$ cat config.mk
export PLATFORM = sky130hd
export DESIGN_NAME = clk_ctl_bank
export DESIGN_NICKNAME = d
export VERILOG_FILES = /design/src/rtl/clk_ctl_pkg.sv /design/src/rtl/clk_ctl_ctrl.sv /design/src/rtl/clk_ctl_dp.sv /design/src/rtl/clk_ctl_bank.sv
export SDC_FILE = /design/constraint.sdc
export NUM_CORES = 1
export LEC_CHECK = 0
export BUFFER_PORTS_ARGS = -buffer_cell sky130_fd_sc_hd__buf_2
export CORE_AREA = 2 2 82 84
export CTS_CLUSTER_DIAMETER = 200
export DETAILED_ROUTE_END_ITERATION = 12
export DIE_AREA = 0 0 84 86
export PLACE_DENSITY = 0.57
export RECOVER_POWER = 100
export SYNTH_ARGS = -nofsm -noshare
export SYNTH_HDL_FRONTEND = slang
export SYNTH_SLANG_ARGS = --single-unit
$ cat constraint.sdc
create_clock -name clk -period 1.66 [get_ports clk]
set_input_delay 0.083 -clock clk [delete_from_list [all_inputs] [get_ports clk]]
set_output_delay 0.083 -clock clk [all_outputs]
set_load 0.02 [all_outputs]
$ cat src/rtl/clk_ctl_pkg.sv
package clk_ctl_pkg;
  localparam logic [7:0] PER_MASK   = 8'h23;
  localparam logic [7:0] CC0_FROZEN = 8'hA4;
  localparam logic [7:0] CC1_FROZEN = 8'h02;
  localparam logic [7:0] CC2_FROZEN = 8'h01;
  localparam logic [7:0] CC1_STORE  = 8'hFE;
  localparam int PLL_ON_BIT = 7;

  localparam int A_PROT = 0;
  localparam int A_PER  = 1;
  localparam int A_MODE = 2;
  localparam int A_CC0  = 3;
  localparam int A_CC1  = 4;
  localparam int A_CC2  = 5;
  localparam int A_PLL  = 6;

  typedef struct packed {
    logic       wrProt;
    logic       wrPer;
    logic       wrMode;
    logic       wrWait;
    logic [7:0] cc0Mask;
    logic [7:0] cc1Mask;
    logic [7:0] cc2Mask;
    logic       wrPll;
    logic       stopCmd;
  } strobe_t;
endpackage

$ cat src/rtl/clk_ctl_ctrl.sv
module clk_ctl_ctrl
  import clk_ctl_pkg::*;
#(
  parameter int ADDR_W = 3
) (
  input  logic              clk,
  input  logic              rstN,
  input  logic [ADDR_W-1:0] addr,
  input  logic              wrEn,
  input  logic              stopBit,
  input  logic [1:0]        prot,
  input  logic              clkLock,
  input  logic              wdtLock,
  input  logic              pllOn,
  output strobe_t           strb
);
  logic selPer, selMode, selCc0, selCc1, selCc2, selPll, openClk, openMode;

  always_comb begin
    selPer   = wrEn && (addr == ADDR_W'(A_PER));
    selMode  = wrEn && (addr == ADDR_W'(A_MODE));
    selCc0   = wrEn && (addr == ADDR_W'(A_CC0));
    selCc1   = wrEn && (addr == ADDR_W'(A_CC1));
    selCc2   = wrEn && (addr == ADDR_W'(A_CC2));
    selPll   = wrEn && (addr == ADDR_W'(A_PLL));
    openClk  = prot[0];
    openMode = prot[1];

    strb.wrProt  = wrEn && (addr == ADDR_W'(A_PROT));
    strb.wrPer   = selPer && openClk;
    strb.wrMode  = selMode && openMode;
    strb.wrWait  = selMode && openMode && !pllOn;
    strb.cc0Mask = (selCc0 && openClk) ? (clkLock ? ~CC0_FROZEN : 8'hFF) : 8'h00;
    strb.cc1Mask = (selCc1 && openClk) ? (CC1_STORE & (clkLock ? ~CC1_FROZEN : 8'hFF)) : 8'h00;
    strb.cc2Mask = (selCc2 && openClk) ? (clkLock ? ~CC2_FROZEN : 8'hFF) : 8'h00;
    strb.wrPll   = selPll && openClk && !clkLock;
    strb.stopCmd = selCc1 && openClk && stopBit && !clkLock && !wdtLock;
  end

  // a locked bank never issues a stop command
  a_r9_stop_blocked: assert property (@(posedge clk) disable iff (!rstN)
    (clkLock || wdtLock) |-> !strb.stopCmd);
  // closed protect bit 0 lets no clock-control write through
  a_r10_closed_no_write: assert property (@(posedge clk) disable iff (!rstN)
    !prot[0] |-> (strb.cc0Mask == 8'h00 && strb.cc1Mask == 8'h00 &&
                  strb.cc2Mask == 8'h00 && !strb.wrPll && !strb.wrPer));
endmodule

$ cat src/rtl/clk_ctl_dp.sv
module clk_ctl_dp
  import clk_ctl_pkg::*;
#(
  parameter int         ADDR_W  = 3,
  parameter logic [7:0] PER_RST = 8'h03
) (
  input  logic              clk,
  input  logic              rstN,
  input  logic [ADDR_W-1:0] addr,
  input  logic [7:0]        wrData,
  input  strobe_t           strb,
  output logic [7:0]        rdData,
  output logic [1:0]        prot,
  output logic [7:0]        perReg,
  output logic              waitSel,
  output logic              clkLock,
  output logic              wdtLock,
  output logic              nmiEn,
  output logic [7:0]        cc0Reg,
  output logic [7:0]        cc1Reg,
  output logic [7:0]        cc2Reg,
  output logic [7:0]        pllReg,
  output logic              stopPulse
);
  always_ff @(posedge clk or negedge rstN) begin
    if (!rstN) begin
      prot      <= 2'b00;
      perReg    <= PER_RST & PER_MASK;
      waitSel   <= 1'b0;
      clkLock   <= 1'b0;
      wdtLock   <= 1'b0;
      nmiEn     <= 1'b0;
      cc0Reg    <= 8'h00;
      cc1Reg    <= 8'h00;
      cc2Reg    <= 8'h00;
      pllReg    <= 8'h00;
      stopPulse <= 1'b0;
    end else begin
      if (strb.wrProt) prot <= wrData[1:0];
      if (strb.wrPer)  perReg <= wrData & PER_MASK;
      if (strb.wrWait) waitSel <= wrData[0];
      if (strb.wrMode) begin
        clkLock <= clkLock | wrData[1];
        wdtLock <= wdtLock | wrData[2];
        nmiEn   <= nmiEn | wrData[4];
      end
      cc0Reg    <= (cc0Reg & ~strb.cc0Mask) | (wrData & strb.cc0Mask);
      cc1Reg    <= (cc1Reg & ~strb.cc1Mask) | (wrData & strb.cc1Mask);
      cc2Reg    <= (cc2Reg & ~strb.cc2Mask) | (wrData & strb.cc2Mask);
      if (strb.wrPll) pllReg <= wrData;
      stopPulse <= strb.stopCmd;
    end
  end

  always_comb begin
    case (int'(addr))
      A_PROT:  rdData = {6'b0, prot};
      A_PER:   rdData = perReg;
      A_MODE:  rdData = {3'b0, nmiEn, 1'b0, wdtLock, clkLock, waitSel};
      A_CC0:   rdData = cc0Reg;
      A_CC1:   rdData = cc1Reg;
      A_CC2:   rdData = cc2Reg;
      A_PLL:   rdData = pllReg;
      default: rdData = 8'h00;
    endcase
  end

  a_r6_clk_lock_sticky: assert property (@(posedge clk) disable iff (!rstN)
    clkLock |=> clkLock);
  a_r6_wdt_lock_sticky: assert property (@(posedge clk) disable iff (!rstN)
    wdtLock |=> wdtLock);
  a_r11_nmi_sticky: assert property (@(posedge clk) disable iff (!rstN)
    nmiEn |=> nmiEn);
  a_r5_wait_frozen: assert property (@(posedge clk) disable iff (!rstN)
    pllReg[PLL_ON_BIT] |=> $stable(waitSel));
  a_r7_pll_frozen: assert property (@(posedge clk) disable iff (!rstN)
    clkLock |=> $stable(pllReg));
  a_r7_cc0_frozen: assert property (@(posedge clk) disable iff (!rstN)
    clkLock |=> $stable(cc0Reg & CC0_FROZEN));
  a_r3_per_reserved: assert property (@(posedge clk) disable iff (!rstN)
    (perReg & ~PER_MASK) == 8'h00);
  a_r9_stop_bit_clear: assert property (@(posedge clk) disable iff (!rstN)
    !cc1Reg[0]);
endmodule

$ cat src/rtl/clk_ctl_bank.sv
module clk_ctl_bank
  import clk_ctl_pkg::*;
#(
  parameter int         ADDR_W  = 3,
  parameter logic [7:0] PER_RST = 8'h03
) (
  input  logic              clk,
  input  logic              rstN,
  input  logic [ADDR_W-1:0] addr,
  input  logic              wrEn,
  input  logic [7:0]        wrData,
  output logic [7:0]        rdData,
  output logic              timerClkDiv1,
  output logic              serialClkDiv1,
  output logic              clkOutExp,
  output logic              waitOneCycle,
  output logic              busClkKeep,
  output logic              wdtSrcOsc,
  output logic              intOscRun,
  output logic              wdtRunInWait,
  output logic              nmiEnable,
  output logic              stopReq,
  output logic [7:0]        clkCtl0Out,
  output logic [7:0]        clkCtl1Out,
  output logic [7:0]        clkCtl2Out,
  output logic [7:0]        pllCtlOut
);
  strobe_t    strb;
  logic [1:0] prot;
  logic [7:0] perReg;
  logic       waitSel, clkLock, wdtLock, nmiEn;

  clk_ctl_ctrl #(.ADDR_W(ADDR_W)) uCtrl (
    .clk(clk), .rstN(rstN), .addr(addr), .wrEn(wrEn), .stopBit(wrData[0]),
    .prot(prot), .clkLock(clkLock), .wdtLock(wdtLock),
    .pllOn(pllCtlOut[PLL_ON_BIT]), .strb(strb)
  );

  clk_ctl_dp #(.ADDR_W(ADDR_W), .PER_RST(PER_RST)) uDp (
    .clk(clk), .rstN(rstN), .addr(addr), .wrData(wrData), .strb(strb),
    .rdData(rdData), .prot(prot), .perReg(perReg), .waitSel(waitSel),
    .clkLock(clkLock), .wdtLock(wdtLock), .nmiEn(nmiEn),
    .cc0Reg(clkCtl0Out), .cc1Reg(clkCtl1Out), .cc2Reg(clkCtl2Out),
    .pllReg(pllCtlOut), .stopPulse(stopReq)
  );

  assign timerClkDiv1  = perReg[0];
  assign serialClkDiv1 = perReg[1];
  assign clkOutExp     = perReg[5];
  assign waitOneCycle  = waitSel;
  assign busClkKeep    = clkLock;
  assign wdtSrcOsc     = wdtLock;
  assign intOscRun     = wdtLock;
  assign wdtRunInWait  = wdtLock;
  assign nmiEnable     = nmiEn;

  // a stop request never leaves a locked bank
  a_r8_no_stop_locked: assert property (@(posedge clk) disable iff (!rstN)
    $past(wdtLock) |-> !stopReq);
endmodule

Word-level counts from Yosys, hierarchy flattened
Cells that the tools add are included.
{"block": "word_totals", "regBits": 42, "input_bits": 14, "output_inout_bits": 50, "elab_cells": 61}
{"block": "op_classes", "n_eq_ne": 6, "muxes": 7, "bitwise": 15, "reduce_logical": 22}
{"op": "$pmux W8 S7", "count": 1}
{"op": "$and A8 B8 Y8", "count": 6}
{"op": "$mux W8", "count": 4}
{"op": "$not A8 Y8", "count": 3}
{"op": "$or A8 B8 Y8", "count": 3}
{"op": "$logic_and A1 B1 Y1", "count": 18}
{"op": "$eq A3 B3 Y1 const B", "count": 3}
{"op": "$eq A3 B2 Y1 const B", "count": 2}
{"op": "$eq A3 B1 Y1 const B", "count": 1}
{"op": "$logic_not A1 Y1", "count": 3}
{"op": "$logic_not A3 Y1", "count": 1}
{"op": "$or A1 B1 Y1", "count": 3}
{"op": "$mux W2", "count": 1}
{"op": "$mux W1", "count": 1}

Depth between registers and ports, before layout
{"block": "depth", "depth_word": 7, "depth_mapped": 5, "depth_no_buf": 3}

Hierarchy
From an unflattened synthesis, not the netlist that was laid out.
{"block": "hier_totals", "cells_unflattened": 180, "hier_area_um2": 2258.4}
{"module": "clk_ctl_dp", "n_inst": 1, "cells_per_inst": 140, "area_per_inst_um2": 1939.4, "seq_area_each_um2": 1053.5}
{"module": "clk_ctl_ctrl", "n_inst": 1, "cells_per_inst": 38, "area_per_inst_um2": 304.0, "seq_area_each_um2": 0.0}
{"module": "clk_ctl_bank", "n_inst": 1, "cells_per_inst": 2, "area_per_inst_um2": 15.0, "seq_area_each_um2": 0.0}

Worst setup path after synthesis
OpenSTA, ideal clock, no wires.
{"block": "synth_timing", "path_type": "reg-to-output", "start": "register uDp.clkLock", "end": "output rdData[1]", "arrival_time_ns": 1.387, "t_required_ns": 1.577, "slack_ns": 0.190, "path_stages_with_launch": 4, "n_path_buf": 0, "path_cell_list": "dfrtp_1 > mux2_2 > o22ai_1 > a311oi_1"}
{"block": "synth_via", "elab_chain_len": 1}
{"element": "start: declaration", "line_no": "clk_ctl_dp.sv:16", "text": "output logic clkLock,"}
{"element": "start signal: assignment", "line_no": "clk_ctl_dp.sv:43", "text": "clkLock <= clkLock | wrData[1];"}
{"element": "$pmux W8 S7", "line_no": "clk_ctl_dp.sv:56", "text": "case (int'(addr))"}
{"element": "end: declaration", "line_no": "clk_ctl_bank.sv:12", "text": "output logic [7:0] rdData,"}
No other way between the ends.

Final worst setup path
{"block": "layout_timing", "start": "register uDp.perReg[1]", "end": "output rdData[1]"}
{"block": "layout_via", "elab_chain_len": 1}
{"element": "start: declaration", "line_no": "clk_ctl_dp.sv:14", "text": "output logic [7:0] perReg,"}
{"element": "start signal: assignment", "line_no": "clk_ctl_dp.sv:28", "text": "perReg <= PER_RST & PER_MASK;"}
{"element": "start signal: assignment", "line_no": "clk_ctl_dp.sv:40", "text": "if (strb.wrPer) perReg <= wrData & PER_MASK;"}
{"element": "$pmux W8 S7", "line_no": "clk_ctl_dp.sv:56"}
No other way between the ends.

==> metrics <==
endpoints failing hold 0; largest family of logic cells by synthesized area multiplexers; DRT antenna net count 0; # rows 29; Max stage delay cell, worst path dfstp_2; Max-cap violations 0; HPWL Detailed 3931 µm; CP Data Arrival Time 1510 ps; Final min period 1593 ps; Via Count 1549; DRT Pass-1 Iters 4; Setup CP Type flop to output pin; # setup viols final 0; EDFF count, synth 0; first-pass GRT wire length 8528 µm; top cells by area, synth dfrtp_1, mux2_2, mux2_4; post-synthesis simple-gate area fraction 9.638%; cells along the critical path mux2_2 -> o22ai_1 -> a311oi_1 -> buf_2; Adder-Cell Fraction of Synth Area 0%; post-synthesis mux area share 27.69%; clock sink count 41; Fillers 638; clk_lat worst skew 290 ps; Mapped Area 2038 µm²; Root Buffer clkbuf_8; Antenna Cells 0; Synth Warn # 0; die width 84 µm; number of global-route vias before repair 1584; Max IR drop VDD 692.5 µV; H-tree levels 2; CP Max Fanout 3; total CTS buffers 5; post-synthesis instance total 153; CP Capture Type output pin; CP top delay family flip-flops; Bufs on Longest Clock Path 2; Worst Path Buf+Inv 1; post-synth top area cell dfrtp_1; WL final 5268 µm; setup slack, reg-to-reg 110 ps; HP Class input pin to flop; CTS tree built; Syn Area/Cell 13.32 µm²; Leakage 1.116 nW; Power Density 1586 nW/µm²; Seq cells post-synth 41; Area growth, synth to finish 23.94%; final core utilization 40.24%; Vias per Instance 5.079; nets 241; DRC errors left 0; Layout Skew 7.576 ps; Slew headroom 27.04%; die area 7224 µm²; share of layout cells above drive strength 1 32.46%; Synth Area in Compound Gates 7.796%; chip height 86 µm; port bufs 62; CORE AREA 6277 µm²; prevailing post-synth register cell dfrtp_1; Reg clk slew, reported paths 80 ps; asr flop ratio synth 100.0%; Unique masters post-synth 38; Worst-Margin Slew 1094 ps; WL/cell 17.27 µm; Total GRT Usage 14.97%; Synth top cells by count dfrtp_1, mux2_2, mux2_4; unrepaired setup endpoints after global routing false; routability congestion estimate 0.7926; Slew Viols, Final 0; Fmax 627.6 MHz; Initial Util 32.47%; Net Count, Synth 167; final setup TNS 0 ps; top-count cell post-synth dfrtp_1; GR Overflow Total 0; I/O Pins 64; Tcrit/Tclk final 95.98%; DRT iter0 DRCs 86; largest net degree at the start of global routing 25; XOR/XNOR Fraction of Synth Area 0%; top cell type's share of synthesized area 47.88%; Startpoint Class flop; required time of the critical path 1580 ps; outcome completed; initial antenna violation count 0; Critical Path Max Stage Delay 540 ps; Seq/Total Area, Yosys 50.46%
==> cell families after synthesis <==
kind of cell / count (synthesis)
AND/OR/NAND/NOR: 28
other: 1
buffers and inverters: 15
AO/OA/AOI/OAI: 21
flip-flops: 41
multiplexers: 47
==> timing repair <==
item                                   in CTS  in global routing
cloned                                      0                  0
resized for setup                           2                  2
endpoints found under the hold margin      15                  0
setup buffers                               0                  4
hold buffers                                1                  0
setup endpoints to repair                   2                  1
==> metrics by stage <==
step	hold WS, ps	cells	area [µm²]	total power (W)	setup WS (ps)
6_report	49.55	305	2526	0.004008	66.74
4_1_cts	57.40	301	2628	0.004174	33.81
3_3_place_gp	57.97	292	2476	0.003189	120.3
3_5_place_dp	62.20	292	2476	0.003208	51.84
5_1_grt	46.32	305	2526	0.004235	3.838
2_1_floorplan	-212.6	153	2038	0.002642	190.0
==> cells in the final DEF, fill, tap and decap left out, types with 4 or more instances in the layout <==
cell type  synthesis  final
buf_2              6     15
buf_4              4      8
clkbuf_1           2     51
clkbuf_8           0      5
dfrtp_1           39     38
mux2_1             0     11
mux2_2            31     31
mux2i_1            5      5
nand2b_1           4      4
nor2_1             5      6
o22ai_1            4      4
==> layout make-up <==
class                   instances  area [µm²]  share of cell area, %
clock inverters                 3       65.06                  2.576
clock buffers                   5       68.82                  2.724
repair buffers                 80       381.6                  15.11
multi-input cells              97       877.1                  34.72
inverters                       2       7.507                 0.2972
flip-flops and latches         41        1030                  40.76
well taps                      77       96.34                  3.814
==> path summary, 6_finish.rpt <==
check	start	endpoint	depth (start not counted)
worst min-delay path	wrData[3]	flop	2
worst max-delay path	uDp.perReg[1]	rdData[1]	4
worst max register to register	uDp.clkLock	uDp.pllReg[7]	4
max in group asynchronous	rstN	uDp.clkLock	2
worst min register to register	uDp.nmiEn	uDp.nmiEn	1
min in group asynchronous	rstN	uDp.prot[0]	2
==> power breakdown <==
part	switching [W]	leakage (nW)	internal (W)	total (W)
Combinational	0.000867	0.537	0.000548	0.00141
Sequential	0.000298	0.510	0.00134	0.00164
Clock	0.000354	0.0681	0.000597	0.000951
==> per-layer routing <==
metal,part of all wire (%),routed length (µm),track usage (%)
met3,4.8,255,3.946
met2,46,2439,24.15
met5,0,0,0
met4,0.78,41,3.226
met1,48,2532,20.42
Power figures use the tool's default switching activity.
